### config.mk
export PLATFORM = sky130hd
export DESIGN_NAME = pwm_fifo_gen
export DESIGN_NICKNAME = d
export VERILOG_FILES = /design/src/rtl/pwm_fifo_pkg.sv /design/src/rtl/pwm_regs.sv /design/src/rtl/pwm_sample_fifo.sv /design/src/rtl/pwm_wave_core.sv /design/src/rtl/pwm_fifo_gen.sv
export SDC_FILE = /design/constraint.sdc
export NUM_CORES = 1
export LEC_CHECK = 0
export ABC_AREA = 1
export BUFFER_PORTS_ARGS = -buffer_cell sky130_fd_sc_hd__buf_4
export CAP_MARGIN = 15
export CELL_PAD_IN_SITES_DETAIL_PLACEMENT = 1
export CELL_PAD_IN_SITES_GLOBAL_PLACEMENT = 2
export CORE_MARGIN = 1.5
export CORE_UTILIZATION = 39
export DETAILED_ROUTE_END_ITERATION = 12
export GPL_ROUTABILITY_DRIVEN = 0
export HOLD_SLACK_MARGIN = 0.05
export PLACE_DENSITY = 0.95
export SYNTH_ARGS = -nofsm -noshare
export SYNTH_HDL_FRONTEND = slang
export SYNTH_SLANG_ARGS = --single-unit
### constraint.sdc
create_clock -name clk -period 5.8 [get_ports clk]
set_input_delay 1.45 -clock clk [delete_from_list [all_inputs] [get_ports clk]]
set_output_delay 1.45 -clock clk [all_outputs]
set_load 0.1 [all_outputs]
### src/rtl/pwm_fifo_pkg.sv
package pwm_fifo_pkg;

    localparam int BUS_W   = 32;
    localparam int PRE_W   = 12;

    localparam logic [7:0] OFS_CTRL = 8'h00;
    localparam logic [7:0] OFS_STAT = 8'h04;
    localparam logic [7:0] OFS_SAMP = 8'h0C;
    localparam logic [7:0] OFS_PER  = 8'h10;

    localparam int BIT_EN   = 0;
    localparam int BIT_SRST = 3;
    localparam int PRE_LSB  = 4;

    // enable, divide field, clock select, three low-power flags
    localparam logic [BUS_W-1:0] CTRL_KEEP = 32'h01C3_FFF1;

    typedef enum logic [2:0] {
        RSEL_NONE,
        RSEL_CTRL,
        RSEL_STAT,
        RSEL_SAMP,
        RSEL_PER
    } reg_sel_e;

    typedef struct packed {
        logic             run;
        logic [PRE_W-1:0] div;
    } wave_cfg_t;

    function automatic reg_sel_e decode_ofs(input logic [7:0] ofs);
        case (ofs)
            OFS_CTRL: return RSEL_CTRL;
            OFS_STAT: return RSEL_STAT;
            OFS_SAMP: return RSEL_SAMP;
            OFS_PER:  return RSEL_PER;
            default:  return RSEL_NONE;
        endcase
    endfunction

    function automatic wave_cfg_t cfg_from_word(input logic [BUS_W-1:0] w);
        wave_cfg_t c;
        c.run = w[BIT_EN];
        c.div = w[PRE_LSB +: PRE_W];
        return c;
    endfunction

endpackage

### src/rtl/pwm_regs.sv
module pwm_regs
    import pwm_fifo_pkg::*;
#(
    parameter int DATA_W = 16,
    parameter int ADDR_W = 5,
    parameter int OCC_W  = 3
) (
    input  logic              clk,
    input  logic              rst,
    input  logic              bus_sel,
    input  logic              bus_wr,
    input  logic [ADDR_W-1:0] bus_addr,
    input  logic [BUS_W-1:0]  bus_wdata,
    input  logic [OCC_W-1:0]  occ,
    input  logic [DATA_W-1:0] active_duty,
    output logic [BUS_W-1:0]  bus_rdata,
    output wave_cfg_t         cfg,
    output logic [DATA_W-1:0] period,
    output logic              soft_clr,
    output logic              halt,
    output logic              start,
    output logic              duty_wr,
    output logic [DATA_W-1:0] duty_wdata
);

    logic [BUS_W-1:0] ctrl_q;
    logic             busy_q;
    logic [7:0]       ofs;
    reg_sel_e         rsel;
    logic             ctrl_wr;
    logic             per_wr;

    always_comb begin
        ofs = '0;
        ofs[ADDR_W-1:0] = bus_addr;
    end

    assign rsel     = decode_ofs(ofs);
    assign ctrl_wr  = bus_sel && bus_wr && (rsel == RSEL_CTRL);
    assign per_wr   = bus_sel && bus_wr && (rsel == RSEL_PER);
    assign duty_wr  = bus_sel && bus_wr && (rsel == RSEL_SAMP);
    assign duty_wdata = bus_wdata[DATA_W-1:0];

    assign soft_clr = ctrl_wr && bus_wdata[BIT_SRST];
    assign halt     = ctrl_wr && (!bus_wdata[BIT_EN] || bus_wdata[BIT_SRST]);
    assign start    = ctrl_wr && bus_wdata[BIT_EN] && !bus_wdata[BIT_SRST] && !ctrl_q[BIT_EN];

    always_ff @(posedge clk) begin
        if (rst) begin
            ctrl_q <= '0;
            busy_q <= 1'b0;
            period <= '0;
        end else begin
            busy_q <= soft_clr;
            if (soft_clr) begin
                ctrl_q <= '0;
            end else if (ctrl_wr) begin
                ctrl_q <= bus_wdata & CTRL_KEEP;
            end
            if (per_wr) begin
                period <= bus_wdata[DATA_W-1:0];
            end
        end
    end

    assign cfg = cfg_from_word(ctrl_q);

    always_comb begin
        bus_rdata = '0;
        case (rsel)
            RSEL_CTRL: begin
                bus_rdata = ctrl_q;
                bus_rdata[BIT_SRST] = busy_q;
            end
            RSEL_STAT: bus_rdata[OCC_W-1:0]  = occ;
            RSEL_SAMP: bus_rdata[DATA_W-1:0] = active_duty;
            RSEL_PER:  bus_rdata[DATA_W-1:0] = period;
            default:   bus_rdata = '0;
        endcase
    end

endmodule

### src/rtl/pwm_sample_fifo.sv
module pwm_sample_fifo #(
    parameter int DATA_W = 16,
    parameter int DEPTH  = 4,
    localparam int PTR_W = (DEPTH > 1) ? $clog2(DEPTH) : 1,
    localparam int OCC_W = $clog2(DEPTH + 1)
) (
    input  logic              clk,
    input  logic              rst,
    input  logic              flush,
    input  logic              push,
    input  logic [DATA_W-1:0] wdata,
    input  logic              pop,
    output logic [DATA_W-1:0] head,
    output logic              empty,
    output logic [OCC_W-1:0]  occ
);

    localparam logic [OCC_W-1:0] FULL_OCC = OCC_W'(DEPTH);
    localparam logic [PTR_W-1:0] LAST_PTR = PTR_W'(DEPTH - 1);

    logic [DATA_W-1:0] slot [DEPTH];
    logic [PTR_W-1:0]  wr_ptr;
    logic [PTR_W-1:0]  rd_ptr;
    logic              do_push;
    logic              do_pop;

    assign empty   = (occ == '0);
    assign do_push = push && (occ != FULL_OCC);
    assign do_pop  = pop && !empty;
    assign head    = slot[rd_ptr];

    function automatic logic [PTR_W-1:0] bump(input logic [PTR_W-1:0] p);
        return (p == LAST_PTR) ? '0 : p + 1'b1;
    endfunction

    always_ff @(posedge clk) begin
        if (rst || flush) begin
            wr_ptr <= '0;
            rd_ptr <= '0;
            occ    <= '0;
        end else begin
            if (do_push) wr_ptr <= bump(wr_ptr);
            if (do_pop)  rd_ptr <= bump(rd_ptr);
            case ({do_push, do_pop})
                2'b10:   occ <= occ + 1'b1;
                2'b01:   occ <= occ - 1'b1;
                default: occ <= occ;
            endcase
        end
    end

    generate
        for (genvar i = 0; i < DEPTH; i++) begin : g_slot
            always_ff @(posedge clk) begin
                if (rst) begin
                    slot[i] <= '0;
                end else if (do_push && (wr_ptr == PTR_W'(i))) begin
                    slot[i] <= wdata;
                end
            end
        end
    endgenerate

endmodule

### src/rtl/pwm_wave_core.sv
module pwm_wave_core
    import pwm_fifo_pkg::*;
#(
    parameter int DATA_W = 16,
    localparam int CNT_W = DATA_W + 1
) (
    input  logic              clk,
    input  logic              rst,
    input  wave_cfg_t         cfg,
    input  logic [DATA_W-1:0] period,
    input  logic              soft_clr,
    input  logic              halt,
    input  logic              start,
    input  logic              q_empty,
    input  logic [DATA_W-1:0] q_head,
    output logic              take,
    output logic [DATA_W-1:0] active_duty,
    output logic [CNT_W-1:0]  cnt,
    output logic              pwm_out
);

    logic [PRE_W-1:0] pre_q;
    logic             tick;
    logic             wrap;
    logic [CNT_W-1:0] last_step;

    assign last_step = {1'b0, period} + 1'b1;
    assign tick      = cfg.run && (pre_q == cfg.div);
    assign wrap      = tick && (cnt >= last_step);
    assign take      = (start || wrap) && !q_empty && !soft_clr;

    always_ff @(posedge clk) begin
        if (rst || halt || !cfg.run) begin
            pre_q <= '0;
            cnt   <= '0;
        end else if (tick) begin
            pre_q <= '0;
            cnt   <= wrap ? '0 : cnt + 1'b1;
        end else begin
            pre_q <= pre_q + 1'b1;
        end
    end

    always_ff @(posedge clk) begin
        if (rst || soft_clr) begin
            active_duty <= '0;
        end else if (take) begin
            active_duty <= q_head;
        end
    end

    assign pwm_out = cfg.run && (cnt < {1'b0, active_duty});

endmodule

### src/rtl/pwm_fifo_gen.sv
module pwm_fifo_gen
    import pwm_fifo_pkg::*;
#(
    parameter int DATA_W = 16,
    parameter int DEPTH  = 4,
    parameter int ADDR_W = 5,
    localparam int OCC_W = $clog2(DEPTH + 1),
    localparam int CNT_W = DATA_W + 1
) (
    input  logic              clk,
    input  logic              rst,
    input  logic              bus_sel,
    input  logic              bus_wr,
    input  logic [ADDR_W-1:0] bus_addr,
    input  logic [31:0]       bus_wdata,
    output logic [31:0]       bus_rdata,
    output logic              pwm_out
);

    wave_cfg_t         cfg;
    logic [DATA_W-1:0] period;
    logic              soft_clr;
    logic              halt;
    logic              start;
    logic              duty_wr;
    logic [DATA_W-1:0] duty_wdata;
    logic [OCC_W-1:0]  occ;
    logic              q_empty;
    logic [DATA_W-1:0] q_head;
    logic              take;
    logic [DATA_W-1:0] active_duty;
    logic [CNT_W-1:0]  cnt;
    logic              run_en;

    assign run_en = cfg.run;

    pwm_regs #(.DATA_W(DATA_W), .ADDR_W(ADDR_W), .OCC_W(OCC_W)) u_regs (
        .clk         (clk),
        .rst         (rst),
        .bus_sel     (bus_sel),
        .bus_wr      (bus_wr),
        .bus_addr    (bus_addr),
        .bus_wdata   (bus_wdata),
        .occ         (occ),
        .active_duty (active_duty),
        .bus_rdata   (bus_rdata),
        .cfg         (cfg),
        .period      (period),
        .soft_clr    (soft_clr),
        .halt        (halt),
        .start       (start),
        .duty_wr     (duty_wr),
        .duty_wdata  (duty_wdata)
    );

    pwm_sample_fifo #(.DATA_W(DATA_W), .DEPTH(DEPTH)) u_fifo (
        .clk   (clk),
        .rst   (rst),
        .flush (soft_clr),
        .push  (duty_wr),
        .wdata (duty_wdata),
        .pop   (take),
        .head  (q_head),
        .empty (q_empty),
        .occ   (occ)
    );

    pwm_wave_core #(.DATA_W(DATA_W)) u_core (
        .clk         (clk),
        .rst         (rst),
        .cfg         (cfg),
        .period      (period),
        .soft_clr    (soft_clr),
        .halt        (halt),
        .start       (start),
        .q_empty     (q_empty),
        .q_head      (q_head),
        .take        (take),
        .active_duty (active_duty),
        .cnt         (cnt),
        .pwm_out     (pwm_out)
    );

endmodule

==> results of run 1 <==
## worst reg2reg max path, cell delays in order, from the launching register on
cell,delay [ns]
dfxtp_1,0.38
ha_1,0.21
nand3_1,0.14
nor3b_1,0.38
nand3_1,0.22
nor2_2,0.25
nand2_1,0.11
o21ai_0,0.18
nand2_1,0.08
ha_1,0.29
nand2_1,0.05
nor2_1,0.12
nand2_1,0.14
nor2_1,0.13
nor2_1,0.05
nand2_1,0.12
nand2_2,0.11
a21oi_4,0.38
ha_1,0.22
inv_1,0.07
fa_1,0.39
a21oi_1,0.15
o21ai_0,0.11
xor2_1,0.15
nor2_1,0.05
## registers in the layout, summed over array words and instances, names as in the netlist
signal	flops
u_fifo.slot	64
u_regs.ctrl_q	18
u_core.cnt	17
u_core.active_duty	16
u_regs.period	16
u_core.pre_q	12
u_fifo.occ	3
u_fifo.rd_ptr	2
u_fifo.wr_ptr	2
u_regs.busy_q	1
## cell families (layout without fill, tap and decap cells)
group | Yosys count | after routing | synth area share
simple gates | 512 | 512 | 0.2763
compound gates | 163 | 163 | 0.1127
buf+inv | 163 | 205 | 0.08368
flops | 151 | 151 | 0.4329
fa+ha+maj | 42 | 42 | 0.06298
xor+xnor | 30 | 30 | 0.03105
other cells | 1 | 11 | 0.0004431
## power by group
| group | switching (uW) | internal, uW |
|---|---|---|
| sequential | 6.08 | 1120 |
| clock | 490 | 629 |
| combinational | 92.8 | 24.0 |
## cells in the final DEF (no fill, tap or decap), drive strengths merged, types with 4 or more instances in the layout
master,count
nand4,14
xnor2,6
edfxtp,64
dfxtp,87
nand3,36
o22ai,17
o21ai,58
inv,126
xor2,24
a21o,4
clkinv,4
nand3b,18
nor3,10
nand2,208
buf,55
ha,41
conb,11
o221ai,15
nor3b,6
a21oi,58
clkbuf,19
nor2,218
## final cells by class
type,count,area (sq um),share of cell area
Inverter,118,442.9,0.04624
Sequential cell,151,3664,0.3825
Tap cell,275,344.1,0.03592
Clock inverter,13,128.9,0.01346
Timing Repair Buffer,55,412.9,0.04311
Clock buffer,19,454.2,0.04742
Multi-Input combinational cell,758,4131,0.4314
## path summary, 6_finish.rpt
check                                                    start  cells past startpoint                              to  slack, ns
worst max register to register   u_regs.period[1]$_SDFFE_PP0P_                     24      u_fifo.occ[2]$_SDFFE_PP0P_       1.20
worst min register to register  u_regs.ctrl_q[16]$_SDFFE_PP0N_                      2  u_regs.ctrl_q[16]$_SDFFE_PP0N_       0.47
worst min-delay path            u_regs.ctrl_q[16]$_SDFFE_PP0N_                      2  u_regs.ctrl_q[16]$_SDFFE_PP0N_       0.47
worst max-delay path                               bus_addr[1]                      7                    bus_rdata[4]       1.20
## layer usage
metal  part of all wire  vias to the layer above
met5                  0                        -
met4              0.017                        0
met3              0.050                       25
met2               0.48                      159
met1               0.45                     3511
li1                   -                     3549
## per-stage QoR
| step | std cells | setup slack (ns) |
|---|---|---|
| after floorplan | 1072 | 0.8187 |
| after global placement | 1357 | 1.267 |
| after detailed placement | 1357 | 1.236 |
| after CTS | 1389 | 1.213 |
| after global routing | 1389 | 0.5544 |
| final | 1389 | 1.195 |
==> results.yml, run 1 <==
setup_path:
  cp-start-kind: "input pin"
  cpMostUsedCell: "buf_4"
  slowest_stage: "inv_1"
  critPathTopFamily: "buffers and inverters"
  end_kind: "output pin"
  critical_path.max_fanout: 14
  crit_chain: "buf_4 -> nor2_4 -> nand3_2 -> inv_1 -> nand2_1 -> o221ai_1 -> buf_4"
  arrival_ns: 3.15
  cp_num_buf_inv: 3
  critical_path_class: "input pin to output pin"
  cp.required_ns: 4.35
  critical_path.max_stage_delay_ns: 0.42
floorplanning:
  fp.dieW_um: 150.3
  coreArea_sq_um: 21150
  die-area_sq_um: 22590
  initial_core_util: 0.4001
  rows: 53
  die_h_um: 150.3
  ios: 74
route:
  ant_nets: 0
  wl_per_cell_um: 18.28
  first_iter_violations: 446
  routed_wl_mm: 25.39
  vias: 7244
  dr.pass1.iters: 5
  drc: 0
  drt-vias-per-instance: 5.215
placement:
  port_buffers: 51
  placed_cell_area_sq_um: 8995
  dp_hpwl_mm: 18.60
min_path:
  hold_class: "flop to flop"
cts:
  clk-insertion-delay-late_ns: 0.43
  cts_tree: "done"
  cts_buffers: 17
  cts.htree.levels: 4
  cts_setup_buffers: 0
  cts.clk_slew.worst_paths_ns: 0.07
  ctsHoldBuffers: 0
  cts_resized: 0
  clk_path_buf_depth: 2
  clkSinkCount: 151
  cts_root_buf: "clkbuf_16"
sta:
  hold_viol_final: 0
  worst_pin_slew_ns: 1.069
  fin_crit_sh: 0.7939
  hold_ws_ns: 0.4654
  clock.fmax_ghz: 0.2172
  post-route-min-period_ns: 4.605
  slew_violations: 0
  setup_viol: 0
  clock_skew_ns: 0.008923
  relSlewSlack: 0.2863
  rsz0062_at_grt: "no"
  fin_setup_tns_ns: 0
global_route:
  grt_overflow: 0
  grtUsageMet2: 0.3911
  grt_usage: 0.2346
  grt_start_max_net_pins: 36
  met3_usage: 0.05182
  grt_pass1_vias: 7405
  grt_first_pass_wirelength_mm: 39.84
  grtUsageMet1: 0.3047
  busiest_layer: "met2"
  antenna_found_initial: 0
cells_and_area:
  n_antenna_cell: 0
  final_util: 0.4528
  n_fill_cell: 2569
  fin_area_sq_um: 9578
  finish.net_count: 1184
  drive_gt1_frac: 0.1221
  area_growth_pct: 13.17
yosys:
  syn-cell-area_sq_um: 8463
  ys_seq_area_frac: 0.4329
  synth_common_cells: "200 x nand2_1, 199 x nor2_1, 110 x inv_1"
  synth_async_sr_flop_share: 0
  yosysMostFrequentCell: "nand2_1"
  postSynthAreaPerCell_sq_um: 7.969
  yosys-top-cells-area: "edfxtp_1 23%, dfxtp_1 21%, nand2_1 8.9%"
  synth_edf_count: 64
  synth.ff_latch_count: 151
  syn-instance-count: 1062
  synth_ff_type: "dfxtp_1"
  synth_warnings: 0
  ys_types: 47
  yosysTopAreaCell: "edfxtp_1"
  synth_top_area_frac: 0.2271
run:
  maxCapViolCount: 0
power:
  p_leak_uw: 0.003852
  power.density_nw_per_um2: 246.8
  irDropWorstVdd_mv: 0.1864
  total_power_uw: 2363
outcome:
  status: "finished clean"
(Power assumes the default switching activity.)
==> run 2, diff against run 1 <==
Settings changed: CORE_UTILIZATION 39 to 36, PLACE_DENSITY 0.95 to 0.9.
Clock period 5.8 ns to 4.3 ns, I/O delays scaled along.
==> run 2 against run 1 <==
Register-to-register slack worse by 0.85 ns. Final area is 1.8% higher. Critical path type is now flop to flop. Highest routed layer unchanged. Worst hold slack worse by 0.0022 ns.
==> results.yml, run 2 (same netlist as run 1, synthesis figures left out) <==
outcome:
  status: "finished clean"
floorplanning:
  coreArea_sq_um: 22850
  die-area_sq_um: 24440
  fp.dieW_um: 156.3
  rows: 55
  ios: 74
  die_h_um: 156.3
  initial_core_util: 0.3704
sta:
  hold_viol_final: 0
  clock.fmax_ghz: 0.2527
  slew_violations: 0
  relSlewSlack: 0.3151
  clock_skew_ns: 0.01367
  post-route-min-period_ns: 3.957
  setup_viol: 0
  fin_ws_ns: 0.3434
  fin_crit_sh: 0.9201
  worst_pin_slew_ns: 1.026
global_route:
  grt_overflow: 0
  grt_pass1_vias: 7340
  grt_start_max_net_pins: 36
  grt_first_pass_wirelength_mm: 40.02
  antenna_found_initial: 0
  grt_usage: 0.2170
setup_path:
  cp_num_buf_inv: 1
  cp.required_ns: 4.64
  crit_chain: "ha_1 -> nand3_2 -> nor3b_2 -> nand3_2 -> nor2_4 -> nand2_1 -> o21ai_0 -> nand2_1 -> ha_1 -> nand2_1 -> nor2_1 -> nand2_1 -> nor2_1 -> nor2_1 -> nand2_2 -> nand2_2 -> a21oi_4 -> ha_1 -> inv_1 -> fa_1 -> a21oi_1 -> o21ai_1 -> xor2_1 -> nor2_1"
  end_kind: "flop"
  worstReg2RegEnd: "u_fifo.occ[2]$_SDFFE_PP0P_"
  arrival_ns: 4.29
  reg2reg_slack_ns: 0.34
  worstSetupEndpoint: "u_fifo.occ[2]$_SDFFE_PP0P_"
  critical_path_class: "flop to flop"
  reg2reg_depth: 24
  critical_path.max_fanout: 3
  timing.critical_path.from: "u_regs.period[1]$_SDFFE_PP0P_"
  cp-start-kind: "flop"
  crit_cells: 24
  r2r_start: "u_regs.period[1]$_SDFFE_PP0P_"
  critical_path.max_stage_delay_ns: 0.39
  slowest_stage: "fa_1"
  critPathTopFamily: "simple AND/OR/NAND/NOR gates"
route:
  dr.pass1.iters: 4
  first_iter_violations: 438
  wl_per_cell_um: 17.72
  drc: 0
  routed_wl_mm: 25.45
  vias: 7258
  ant_nets: 0
  drt-vias-per-instance: 5.054
power:
  power.density_nw_per_um2: 332.6
  p_leak_uw: 0.003902
  total_power_uw: 3242
  irDropWorstVdd_mv: 0.3064
cts:
  clk_path_buf_depth: 2
  clkSinkCount: 151
  clk-insertion-delay-late_ns: 0.45
  cts_tree: "done"
  cts.clk_slew.worst_paths_ns: 0.07
  cts_buffers: 17
  cts.htree.levels: 4
  cts_root_buf: "clkbuf_16"
cells_and_area:
  n_antenna_cell: 0
  final_common_cell: "nand2_1"
  final_cell_mix: "199 x nand2_1, 198 x nor2_1, 110 x inv_1"
  largestRegisters: "u_fifo.slot (64), u_regs.ctrl_q (18), u_core.cnt (17)"
  largest_reg_flops: 64
  fin_area_sq_um: 9749
  area_growth_pct: 15.20
  top_register: "u_fifo.slot"
  finish.net_count: 1193
  final_util: 0.4267
  drive_gt1_frac: 0.1336
  n_fill_cell: 2813
placement:
  placed_cell_area_sq_um: 9095
  port_buffers: 51
  dp_hpwl_mm: 18.73
  post-place-ws_ns: 0.09775
min_path:
  hold_class: "flop to flop"
run:
  maxCapViolCount: 0
[run 2: changes by cell type in the layout (fill, tap and decap cells not counted), moves of 2 or more]
cell | previous run | this run
nor2_2 | 7 | 5
nand3_1 | 29 | 27
buf_4 | 55 | 64
nand3_2 | 3 | 5
inv_12 | 0 | 2
clkinv_2 | 3 | 0
clkinv_8 | 0 | 3
nor2_4 | 13 | 15
inv_8 | 2 | 7
inv_6 | 6 | 1
[run 2: layout make-up]
type                    instances  area (sq um)  share of cell area
well taps                     313         391.6             0.04017
repair buffers                 64         480.5             0.04928
clock inverters                15         186.4             0.01912
multi-input cells             758          4159              0.4266
clock buffers                  17         425.4             0.04363
flip-flops and latches        151          3664              0.3758
inverters                     118         442.9             0.04543
[run 2: through the flow]
stage / setup TNS, ns / std cells / hold WS (ns)
floorplan: 0 / 1072 / 0.4399
global placement: 0 / 1402 / 0.4499
detailed placement: 0 / 1402 / 0.4569
CTS: 0 / 1434 / 0.4661
global route: -0.03881 / 1436 / 0.4862
finish: 0 / 1436 / 0.4632
[run 2: worst min-delay path by stage]
stage | start | endpoint | slack [ns] | cells past startpoint
final | u_regs.ctrl_q[16]$_SDFFE_PP0N_ | u_regs.ctrl_q[16]$_SDFFE_PP0N_ | 0.46 | 2
after global routing | u_regs.ctrl_q[23]$_SDFFE_PP0N_ | u_regs.ctrl_q[23]$_SDFFE_PP0N_ | 0.49 | 2
after CTS | u_regs.ctrl_q[16]$_SDFFE_PP0N_ | u_regs.ctrl_q[16]$_SDFFE_PP0N_ | 0.47 | 2
after detailed placement | u_regs.ctrl_q[16]$_SDFFE_PP0N_ | u_regs.ctrl_q[16]$_SDFFE_PP0N_ | 0.46 | 2
after global placement | u_regs.ctrl_q[17]$_SDFFE_PP0N_ | u_regs.ctrl_q[17]$_SDFFE_PP0N_ | 0.45 | 2
after floorplan | u_regs.ctrl_q[22]$_SDFFE_PP0N_ | u_regs.ctrl_q[22]$_SDFFE_PP0N_ | 0.44 | 2
[run 2: power breakdown]
part	total, uW	switching [uW]	internal (uW)
clock network	1560	765	798
registers	1520	8.02	1510
logic	160	124	35.4
total	3240	897	2350
[run 2: layer usage]
| metal | global-route usage | routed length, um | share of wire |
|---|---|---|---|
| met3 | 0.03268 | 1024 | 0.040 |
| met2 | 0.3663 | 12060 | 0.47 |
| met1 | 0.2834 | 11830 | 0.46 |
| met5 | 0 | 0 | 0 |
| met4 | 0.07392 | 533 | 0.021 |
[run 2: repair_timing]
action,4_1_cts,5_1_grt
setup endpoints to repair,0,2
buffers inserted,0,2
hold buffers,0,0
gates resized for setup,0,7
[run 2: worst min-delay path: stages (launching register included)]
cell	delay, ns
dfxtp_1	0.31
nand2_1	0.06
a21oi_1	0.05
==> run 3, diff against run 2 <==
Settings changed: ABC_AREA 1 to unset, CORE_UTILIZATION 36 to 39, PLACE_DENSITY 0.9 to 0.91.
==> run 3 against run 2 <==
Clock skew is 0.0017 ns lower. Wire length is 15% lower. Sequential power hardly changed. Worst hold slack worse by 0.0073 ns. Clock-buffer cell count is 4 higher. Final cell count is 22% lower. Global-route usage is 0.40 points lower. Critical path depth is 5 lower. Largest power group is now registers. Area after synthesis is 6.0% lower. Die area is 13% lower. Synthesized cell count is 25% lower. Total power is 2.5% lower.
==> results.yml, run 3 <==
outcome:
  status: "finished clean"
cts:
  ctsHoldBuffers: 0
  clk_path_buf_depth: 2
  cts.htree.levels: 4
  cts_root_buf: "clkbuf_16"
  cts.clk_slew.worst_paths_ns: 0.07
  cts_tree: "done"
  clkSinkCount: 151
  cts_buffers: 17
  cts_setup_buffers: 0
  clk-insertion-delay-late_ns: 0.44
floorplanning:
  rows: 52
  die_h_um: 145.8
  die-area_sq_um: 21260
  fp.dieW_um: 145.8
  coreArea_sq_um: 20100
  ios: 74
  initial_core_util: 0.3956
setup_path:
  crit_chain: "and3_1 -> and3_1 -> nand2_1 -> nor3_4 -> nand3_1 -> xor2_1 -> ha_1 -> nand4_1 -> nor4b_2 -> buf_4 -> o21a_1 -> o21a_1 -> ha_1 -> inv_1 -> fa_1 -> xor2_1 -> nor2_1 -> xnor2_1 -> nor2_1"
  worstReg2RegEnd: "u_fifo.occ[2]$_SDFFE_PP0P_"
  slowest_stage: "dfxtp_1"
  cp.required_ns: 4.60
  reg2reg_depth: 19
  reg2reg_slack_ns: 0.40
  critical_path_class: "flop to flop"
  cp-start-kind: "flop"
  r2r_start: "u_regs.period[3]$_SDFFE_PP0P_"
  critical_path.max_fanout: 5
  end_kind: "flop"
  critical_path.max_stage_delay_ns: 0.41
  arrival_ns: 4.20
cells_and_area:
  fin_area_sq_um: 9211
  top_register: "u_fifo.slot"
  largestRegisters: "u_fifo.slot (64), u_regs.ctrl_q (18), u_core.cnt (17)"
  final_common_cell: "nand2_1"
  drive_gt1_frac: 0.1651
  largest_reg_flops: 64
  n_antenna_cell: 0
  final_cell_mix: "127 x nand2_1, 87 x dfxtp_1, 81 x and3_1"
  area_growth_pct: 15.81
  finish.net_count: 924
  final_cells: 1124
  final_util: 0.4582
  n_fill_cell: 2266
sta:
  worst_pin_slew_ns: 1.083
  clock_skew_ns: 0.01197
  hold_viol_final: 0
  clock.fmax_ghz: 0.2567
  slew_violations: 0
  post-route-min-period_ns: 3.896
  hold_ws_ns: 0.4559
  fin_crit_sh: 0.9061
  rsz0062_at_grt: "no"
  fin_setup_tns_ns: 0
  setup_viol: 0
  relSlewSlack: 0.2741
route:
  wl_per_cell_um: 19.21
  drc: 0
  first_iter_violations: 406
  vias: 6035
  dr.pass1.iters: 7
  routed_wl_mm: 21.59
  ant_nets: 0
  drt-vias-per-instance: 5.369
yosys:
  synth_edf_count: 64
  ys_seq_area_frac: 0.4606
  yosysMostFrequentCell: "nand2_1"
  yosysTopAreaCell: "edfxtp_1"
  synth_top_area_frac: 0.2416
  synth.ff_latch_count: 151
  synth_ff_type: "dfxtp_1"
  synth_common_cells: "127 x nand2_1, 87 x dfxtp_1, 81 x and3_1"
  postSynthAreaPerCell_sq_um: 10.00
  syn-cell-area_sq_um: 7954
  syn-instance-count: 795
  synth_async_sr_flop_share: 0
  ys_types: 53
  yosys-top-cells-area: "edfxtp_1 24%, dfxtp_1 22%, ha_1 6.4%"
  synth_warnings: 0
run:
  maxCapViolCount: 0
power:
  power.density_nw_per_um2: 343.2
  irDropWorstVdd_mv: 0.2414
  p_leak_uw: 0.003870
global_route:
  grt_pass1_vias: 6368
  grt_usage: 0.2130
  antenna_found_initial: 1
  grt_overflow: 0
  grt_start_max_net_pins: 65
  grt_first_pass_wirelength_mm: 35.12
placement:
  dpl.cell_count: 1092
  port_buffers: 51
  dp_hpwl_mm: 15.07
  placed_cell_area_sq_um: 8594
min_path:
  hold_path_startpoint: "u_regs.ctrl_q[16]$_SDFFE_PP0N_"
  holdPathStages: 2
  hold_class: "flop to flop"
  worstHoldEndpoint: "u_regs.ctrl_q[16]$_SDFFE_PP0N_"
run 3: cell count changes in the layout (fill, tap and decap cells not counted), moves of 13 or more:
cell      before  now
nor2_1       198   26
and3_1         0   81
nand2_1      199  127
inv_1        110   41
o21ai_0       55    7
mux2i_1        0   22
nand3b_1      18    0
o22ai_1       17    0
mux4_2         0   16
o221ai_1      15    0
xnor2_1        6   21
a222oi_1       0   13
nor2_4        15    2
run 3: final cells by class:
class	count	area (sq um)	area share
inverters	42	157.7	0.01711
repair buffers	71	533.0	0.05786
clock inverters	11	111.4	0.01209
clock buffers	21	481.7	0.05230
multi-input cells	558	3926	0.4262
well taps	270	337.8	0.03667
flip-flops and latches	151	3664	0.3977
run 3: metrics by stage:
step,power [uW],setup WS [ns]
floorplan,1645,0.1940
global placement,1693,0.2249
detailed placement,1696,0.1940
CTS,3184,0.1426
global route,3243,0.02509
finish,3161,0.4037
run 3: worst max-delay path by stage:
stage                                        from                         end  slack (ns)
floorplan                             bus_addr[3]               bus_rdata[11]        0.19
global placement    u_regs.period[3]$_SDFFE_PP0P_  u_fifo.occ[2]$_SDFFE_PP0P_        0.22
detailed placement  u_regs.period[3]$_SDFFE_PP0P_  u_fifo.occ[2]$_SDFFE_PP0P_        0.19
CTS                 u_regs.period[3]$_SDFFE_PP0P_  u_fifo.occ[2]$_SDFFE_PP0P_        0.14
global route        u_regs.period[4]$_SDFFE_PP0P_  u_fifo.occ[2]$_SDFFE_PP0P_        0.03
finish              u_regs.period[3]$_SDFFE_PP0P_  u_fifo.occ[2]$_SDFFE_PP0P_        0.40
run 3: per-layer routing:
layer	vias to the layer above	track usage	share of wire
met5	-	0	0.00079
met4	2	0.09133	0.025
met3	39	0.03542	0.038
met2	139	0.3610	0.49
met1	2966	0.2688	0.45
li1	2889	-	-
run 3: timing repair:
item,4_1_cts,5_1_grt
resized for setup,0,6
hold endpoints to repair,0,0
setup endpoints to repair,0,2
run 3: logic make-up after synthesis:
family | synth area share
and+or+nand+nor | 0.2053
DFF | 0.4606
buffers and inverters | 0.05789
AOI/OAI and AO/OA | 0.07519
xor gates and xnor gates | 0.06056
adders and majority gates | 0.06701
muxes | 0.07299
other | 0.0004715
run 3: power breakdown:
part           switching [uW]  internal [uW]
Combinational             109           37.6
Sequential               7.82           1510
Clock                     625            871
Total                     742           2420
run 3: worst max-delay path: cells and delay by family (launching register included):
family          cells  cell delay (ns)
xor+xnor            3             0.44
flops               1             0.41
compound gates      2             0.26
buf+inv             2             0.25
fa+ha+maj           3             0.86
simple gates        9             1.54
